$ cat src/rtl/xlate_pkg.sv
// Shared types and register addresses for the windowed address translator.
// Assumes a 32-bit byte address space on the slave side.
package xlate_pkg;

    localparam int unsigned BYTE_AW = 32;

    // Fixed-position registers on the configuration bus
    localparam logic [7:0] CTRL_ADDR = 8'h80;
    localparam logic [7:0] STS_ADDR  = 8'h81;
    localparam logic [7:0] IEN_ADDR  = 8'h82;

    // Low bits of base/mask/offset that never take part in translation
    localparam logic [BYTE_AW-1:0] LOW_KEEP = ~32'h7;

    typedef struct packed {
        logic               en;
        logic [BYTE_AW-1:0] base;
        logic [BYTE_AW-1:0] mask;
        logic [BYTE_AW-1:0] offset;
    } win_cfg_t;

endpackage

$ cat src/rtl/xlate_cfg_regs.sv
// Configuration register bank: per-window base/mask/offset/enable, the
// control register (priority, destination) and the interrupt enables.
// Decodes writes to the status register into a clear vector.
// Assumes NUM_WIN <= 32 so window registers stay below 0x80.
module xlate_cfg_regs
    import xlate_pkg::*;
#(
    parameter int unsigned NUM_WIN = 4,
    parameter int unsigned PRIO_W  = 2,
    parameter int unsigned DEST_W  = 16
) (
    input  logic                      clk,
    input  logic                      rst_n,
    input  logic                      cfg_we,
    input  logic [7:0]                cfg_addr,
    input  logic [31:0]               cfg_wdata,
    output win_cfg_t [NUM_WIN-1:0]    win,
    output logic [PRIO_W-1:0]         prio,
    output logic [DEST_W-1:0]         dest,
    output logic [1:0]                ien,
    output logic [1:0]                sts_clr
);

    for (genvar w = 0; w < NUM_WIN; w++) begin : g_win
        localparam logic [7:0] A_BASE = 8'(4 * w);
        localparam logic [7:0] A_MASK = 8'(4 * w + 1);
        localparam logic [7:0] A_OFFS = 8'(4 * w + 2);
        localparam logic [7:0] A_EN   = 8'(4 * w + 3);

        // Hold this window's four registers
        always_ff @(posedge clk) begin
            if (!rst_n) begin
                win[w] <= '0;
            end else if (cfg_we) begin
                if (cfg_addr == A_BASE) win[w].base   <= cfg_wdata;
                if (cfg_addr == A_MASK) win[w].mask   <= cfg_wdata;
                if (cfg_addr == A_OFFS) win[w].offset <= cfg_wdata;
                if (cfg_addr == A_EN)   win[w].en     <= cfg_wdata[0];
            end
        end
    end

    // Control register and interrupt enables
    always_ff @(posedge clk) begin
        if (!rst_n) begin
            prio <= '0;
            dest <= '0;
            ien  <= '0;
        end else if (cfg_we) begin
            if (cfg_addr == CTRL_ADDR) begin
                prio <= cfg_wdata[PRIO_W-1:0];
                dest <= cfg_wdata[16 +: DEST_W];
            end
            if (cfg_addr == IEN_ADDR) ien <= cfg_wdata[1:0];
        end
    end

    // Write-one-to-clear request toward the status register
    always_comb begin
        sts_clr = (cfg_we && cfg_addr == STS_ADDR) ? cfg_wdata[1:0] : 2'b00;
    end

endmodule

$ cat src/rtl/xlate_win_match.sv
// Compares a byte address against every window in parallel and forms the
// translated address from the lowest-numbered matching window.
// Purely combinational; assumes the caller registers the result.
module xlate_win_match
    import xlate_pkg::*;
#(
    parameter int unsigned NUM_WIN = 4
) (
    input  win_cfg_t [NUM_WIN-1:0]    win,
    input  logic [BYTE_AW-1:0]        saddr,
    output logic                      hit,
    output logic [33:3]               xaddr
);

    logic [NUM_WIN-1:0]         hit_vec;
    logic [NUM_WIN-1:0][33:3]   cand;

    for (genvar w = 0; w < NUM_WIN; w++) begin : g_cmp
        logic [BYTE_AW-1:0] m;
        logic [BYTE_AW-1:0] comb_addr;

        // Effective mask with the low bits forced out
        assign m = win[w].mask & LOW_KEEP;
        // Window compare, gated by the enable bit
        assign hit_vec[w] = win[w].en && ((saddr & m) == (win[w].base & m));
        // Masked offset merged with the shifted address
        assign comb_addr = (win[w].offset & m) | (saddr & LOW_KEEP);
        assign cand[w] = {win[w].offset[1:0], comb_addr[31:3]};
    end

    // Lowest index wins: scan from the top so index 0 is written last
    always_comb begin
        hit   = 1'b0;
        xaddr = '0;
        for (int w = NUM_WIN - 1; w >= 0; w--) begin
            if (hit_vec[w]) begin
                hit   = 1'b1;
                xaddr = cand[w];
            end
        end
    end

endmodule

$ cat src/rtl/xlate_miss_track.sv
// Sticky miss status with write-one-to-clear, enable-gated interrupt and a
// wrapping count of missed writes. A set and a clear on the same edge
// leave the bit set.
module xlate_miss_track #(
    parameter int unsigned CNT_W = 16
) (
    input  logic             clk,
    input  logic             rst_n,
    input  logic             miss,
    input  logic             miss_write,
    input  logic [1:0]       sts_clr,
    input  logic [1:0]       ien,
    output logic [1:0]       sts,
    output logic [CNT_W-1:0] cnt,
    output logic             irq
);

    logic [1:0] sts_set;

    // Decode which status bit a miss sets
    always_comb begin
        sts_set = 2'b00;
        if (miss) sts_set = miss_write ? 2'b01 : 2'b10;
    end

    // Sticky status: clear first, then set so a new miss wins
    always_ff @(posedge clk) begin
        if (!rst_n) sts <= '0;
        else        sts <= (sts & ~sts_clr) | sts_set;
    end

    // Count missed writes
    always_ff @(posedge clk) begin
        if (!rst_n)                  cnt <= '0;
        else if (miss && miss_write) cnt <= cnt + 1'b1;
    end

    // Interrupt from enabled status bits
    always_comb begin
        irq = |(sts & ien);
    end

endmodule

$ cat src/rtl/win_addr_xlate.sv
// Top of the windowed outbound address translator. Scales the incoming
// word address by the lane-dependent shift, looks it up in the window bank
// and registers a translated request one edge later; misses are dropped
// and recorded. Assumes requests are single-cycle strobes with no backpressure.
module win_addr_xlate
    import xlate_pkg::*;
#(
    parameter int unsigned NUM_WIN = 4,
    parameter int unsigned LANES   = 1,
    parameter int unsigned PRIO_W  = 2,
    parameter int unsigned DEST_W  = 16,
    parameter int unsigned CNT_W   = 16,
    localparam int unsigned SHIFT  = (LANES == 1) ? 2 : 3,
    localparam int unsigned IN_AW  = BYTE_AW - SHIFT
) (
    input  logic              clk,
    input  logic              rst_n,
    input  logic              cfg_we,
    input  logic [7:0]        cfg_addr,
    input  logic [31:0]       cfg_wdata,
    input  logic              req_valid,
    input  logic              req_write,
    input  logic [IN_AW-1:0]  req_addr,
    output logic              out_valid,
    output logic              out_write,
    output logic [33:3]       out_addr,
    output logic [PRIO_W-1:0] out_prio,
    output logic [DEST_W-1:0] out_dest,
    output logic [1:0]        sts_oob,
    output logic [CNT_W-1:0]  wr_miss_cnt,
    output logic              irq
);

    win_cfg_t [NUM_WIN-1:0] win;
    logic [PRIO_W-1:0]      prio;
    logic [DEST_W-1:0]      dest;
    logic [1:0]             ien;
    logic [1:0]             sts_clr;
    logic [BYTE_AW-1:0]     saddr;
    logic                   hit;
    logic [33:3]            xaddr;

    xlate_cfg_regs #(
        .NUM_WIN (NUM_WIN),
        .PRIO_W  (PRIO_W),
        .DEST_W  (DEST_W)
    ) u_regs (
        .clk       (clk),
        .rst_n     (rst_n),
        .cfg_we    (cfg_we),
        .cfg_addr  (cfg_addr),
        .cfg_wdata (cfg_wdata),
        .win       (win),
        .prio      (prio),
        .dest      (dest),
        .ien       (ien),
        .sts_clr   (sts_clr)
    );

    // Word address to byte address with zero fill
    assign saddr = {req_addr, {SHIFT{1'b0}}};

    xlate_win_match #(
        .NUM_WIN (NUM_WIN)
    ) u_match (
        .win   (win),
        .saddr (saddr),
        .hit   (hit),
        .xaddr (xaddr)
    );

    xlate_miss_track #(
        .CNT_W (CNT_W)
    ) u_miss (
        .clk        (clk),
        .rst_n      (rst_n),
        .miss       (req_valid && !hit),
        .miss_write (req_write),
        .sts_clr    (sts_clr),
        .ien        (ien),
        .sts        (sts_oob),
        .cnt        (wr_miss_cnt),
        .irq        (irq)
    );

    // Output valid: one beat per matching request
    always_ff @(posedge clk) begin
        if (!rst_n) out_valid <= 1'b0;
        else        out_valid <= req_valid && hit;
    end

    // Output payload captured with the request
    always_ff @(posedge clk) begin
        if (!rst_n) begin
            out_write <= 1'b0;
            out_addr  <= '0;
            out_prio  <= '0;
            out_dest  <= '0;
        end else if (req_valid && hit) begin
            out_write <= req_write;
            out_addr  <= xaddr;
            out_prio  <= prio;
            out_dest  <= dest;
        end
    end

endmodule

$ cat config.mk
export PLATFORM = sky130hd
export DESIGN_NAME = win_addr_xlate
export DESIGN_NICKNAME = d
export VERILOG_FILES = /design/src/rtl/xlate_pkg.sv /design/src/rtl/xlate_cfg_regs.sv /design/src/rtl/xlate_win_match.sv /design/src/rtl/xlate_miss_track.sv /design/src/rtl/win_addr_xlate.sv
export SDC_FILE = /design/constraint.sdc
export NUM_CORES = 1
export LEC_CHECK = 0
export BUFFER_PORTS_ARGS = -buffer_cell sky130_fd_sc_hd__buf_2
export CAP_MARGIN = 20
export CELL_PAD_IN_SITES_DETAIL_PLACEMENT = 1
export CELL_PAD_IN_SITES_GLOBAL_PLACEMENT = 1
export CORE_MARGIN = 2
export CORE_UTILIZATION = 48
export DETAILED_ROUTE_END_ITERATION = 7
export GPL_ROUTABILITY_DRIVEN = 0
export GPL_TIMING_DRIVEN = 0
export PLACE_DENSITY_LB_ADDON = 0.08
export SYNTH_ARGS = -nofsm -noshare
export SYNTH_HDL_FRONTEND = slang
export SYNTH_SLANG_ARGS = --single-unit
export TNS_END_PERCENT = 100
$ cat constraint.sdc
create_clock -name clk -period 4.2 [get_ports clk]
set_input_delay 0.84 -clock clk [delete_from_list [all_inputs] [get_ports clk]]
set_output_delay 0.84 -clock clk [all_outputs]
set_load 0.01 [all_outputs]
==> run metrics <==
crit share post-route=0.898; Gates resized, CTS repair=0; fmax=0.265 GHz; worst r2r dst=out_addr[16]; Worst Skew=22.0 ps; slowest stage delay, CP=890 ps; DRC Markers=0; Syn-to-layout area delta=14.4%; Post-Synthesis Cells=2,523; IO Port Bufs=111; Die Area=42,400 sq um; Initial DRT Pass Iterations=6; hold_buf cts=0; min cycle time layout=3770 ps; critical path's slowest cell=nor4_4; core area=40,000 sq um; Crit path arrival time=4220 ps; Final ANT Viol Nets=0; actual slew at the worst max-slew pin=1200 ps; critical path type=in -> reg; DR iter-0 viols=2,593; largest family of logic cells by synthesized area=simple AND/OR/NAND/NOR gates; Mapped Area=19,600 sq um; Num CTS Buffers=48; ys async rst share=0; num rows=73; Top FF cell, synth=dfxtp_1; Max Cap Viol=0; proportion of layout cells with a drive suffix above 1=0.0891; Max Slew Vio Count=0; Starting Density=0.489; Worst Hold Class=reg -> reg; Top Ports=145; post-synthesis adder-cell area fraction=0.000639; crit-path max FO=10; Num Clock Sinks=449; Placed Instance Area=20,800 sq um; Peak VDD IR=0.000260 V; drt via density=6.28; first-pass GRT wire length=128,000 um; clock tree buffer depth=3; nets@finish=2,761; wire length per cell=27.6 um; grt ovf=0; CTS tree=built; hpwl dp=65,400 um; Design Area, Final=22,400 sq um; Synth Register Bits=449; Detailed Route WL=89,400 um; Setup Buffers After CTS=0; Reg clk slew, reported paths=60 ps; H-tree depth=2; CP Cell Sequence=buf_2 > xor2_1 > a22oi_1 > nand4_1 > nor4_4 > buf_4 > mux2i_1 > a211oi_1 > o211ai_1; Worst R2R Path Depth=8; hold path startpoint=u_regs.win[127]; Rel. slew slack=0.199; mux contribution to synthesized area=0.0317; Yosys warnings=0; EDFF count, synth=0; die extent in y=206 um; Synth Area in Simple Gates=0.236; PwrDens=411 nW/um^2; CP Capture Type=flip-flop; Unique masters post-synth=46; initial antenna violation count=4; Leakage=0.00806 uW; WHS Endpoint=u_regs.win[127]; XOR/XNOR share of the synthesized area=0.0519; R2R Setup Slk=700 ps; Seq/Total Area, Yosys=0.459; Worst Setup Start Kind=primary input; clk_lat worst skew=600 ps; DR vias=20,374; syn_area_per_cell=7.76 sq um; run status=finished, final reports clean; RSZ-0062 raised after global routing=no; Hold Crit Depth=2; reg2reg start=u_regs.win[263]; largest net degree at the start of global routing=14; Fin. Hold Viols=0; vias in the first global route=19,797; Setup violations, final=0; setup slack after layout=427 ps; worst slack, placed=-165 ps; clk root buf=clkbuf_16; Compound-Gate Fraction of Synth Area=0.173; Worst Path Required=4650 ps; total track usage=0.416; Synth Net Count=2,599; Die Wd=206 um
cell usage in the layout (no fill, tap or decap), types with 3 or more instances in the layout:
cell       instances
o211ai_1          25
nand2b_1          19
clkinv_2           4
and3_1            36
nor4_2             3
buf_2            153
a221o_1            3
nor4_1             4
a211oi_1          25
buf_4              3
nand3_1           42
or4_1              3
nor2b_1            3
clkbuf_16         49
o21ai_0            8
clkbuf_8          13
clkbuf_1         172
buf_1              5
nand4_1           37
or3_1             28
bufinv_16          4
mux2i_1           62
buf_6              5
dfxtp_1          449
inv_1              6
nand2_1          849
nor2_1            37
nor3_1             6
a21oi_1          416
a22oi_1           99
and2_1             5
xor2_1           116
diode_2            3
a31oi_1            3
nor4_4             3
worst max-delay path by stage:
| stage | depth (start not counted) | end | slack [ps] | from |
|---|---|---|---|---|
| after detailed placement | 9 | out_addr[28] | -170 | req_addr[12] |
| after CTS | 9 | out_addr[28] | 440 | req_addr[12] |
| after global placement | 9 | out_addr[28] | -180 | req_addr[12] |
| after floorplan | 9 | out_addr[32] | 1400 | req_addr[27] |
| final | 9 | out_addr[16] | 430 | req_addr[3] |
| after global routing | 10 | out_addr[28] | 540 | req_addr[12] |
power breakdown:
group / internal (uW) / switching, uW / total [uW]
Combinational: 91.2 / 410 / 501
Sequential: 4260 / 6.63 / 4270
Clock: 2600 / 1830 / 4430
Yosys cell counts (8+ instances only):
cell | number | area (sq um)
o211ai_1 | 25 | 188
a22oi_1 | 99 | 743
nand3_1 | 42 | 210
clkbuf_1 | 160 | 601
nand2_1 | 849 | 3190
or3_1 | 28 | 175
and3_1 | 36 | 225
xor2_1 | 116 | 1020
dfxtp_1 | 449 | 8990
o21ai_0 | 8 | 40.0
nor2_1 | 37 | 139
mux2i_1 | 62 | 621
nand2b_1 | 19 | 119
a211oi_1 | 25 | 188
a21oi_1 | 416 | 2080
nand4_1 | 37 | 231
buf_2 | 42 | 210
layout make-up:
type / instances / area, sq um
plain buffers: 215 / 908
clock inverters: 8 / 140
inverters: 7 / 26.3
fillers: 5023 / 17600
well taps: 525 / 657
repair buffers: 112 / 561
flip-flops and latches: 449 / 8990
multi-input cells: 1852 / 9650
clock buffers: 74 / 1450
diodes: 3 / 7.51
logic make-up (layout without fill, tap and decap cells):
kind of cell / count (synthesis) / count (layout)
xor+xnor: 116 / 116
flops: 449 / 449
simple gates: 1086 / 1086
mux: 62 / 62
compound gates: 587 / 587
fa+ha+maj: 1 / 1
buf+inv: 222 / 416
other cells: 0 / 3
through the flow:
step                      hold slack [ps]  TNS, ps   util  std cells  total power [uW]
after floorplan                       432        0      -       2523              4590
after global placement                438     -179  0.520       3159              4830
after global routing                  466        0  0.560       3245              9360
after detailed placement              444     -165  0.520       3159              4840
final                                 456        0  0.560       3245              9200
after CTS                             452        0  0.559       3241              9160
sequential cells by signal (all words and copies together), names as in the netlist:
register,cells
u_regs.ien,2
u_regs.win,360
out_dest,16
out_addr,31
out_write,1
out_valid,1
u_miss.cnt,16
u_regs.prio,2
out_prio,2
u_miss.sts,2
u_regs.dest,16
worst max-delay path: cells and delay by family:
kind	cells	cell delay [ps]
AOI/OAI and AO/OA	3	1120
muxes	1	220
buffers and inverters	2	710
xor gates and xnor gates	1	230
and+or+nand+nor	2	1080
routing by layer:
| metal | track usage | share of wire |
|---|---|---|
| met3 | 0.0822 | 0.10 |
| met5 | 0 | 0 |
| met1 | 0.558 | 0.40 |
| met2 | 0.625 | 0.43 |
| met4 | 0.239 | 0.062 |
Note: power is estimated with default switching activity, not from simulation.
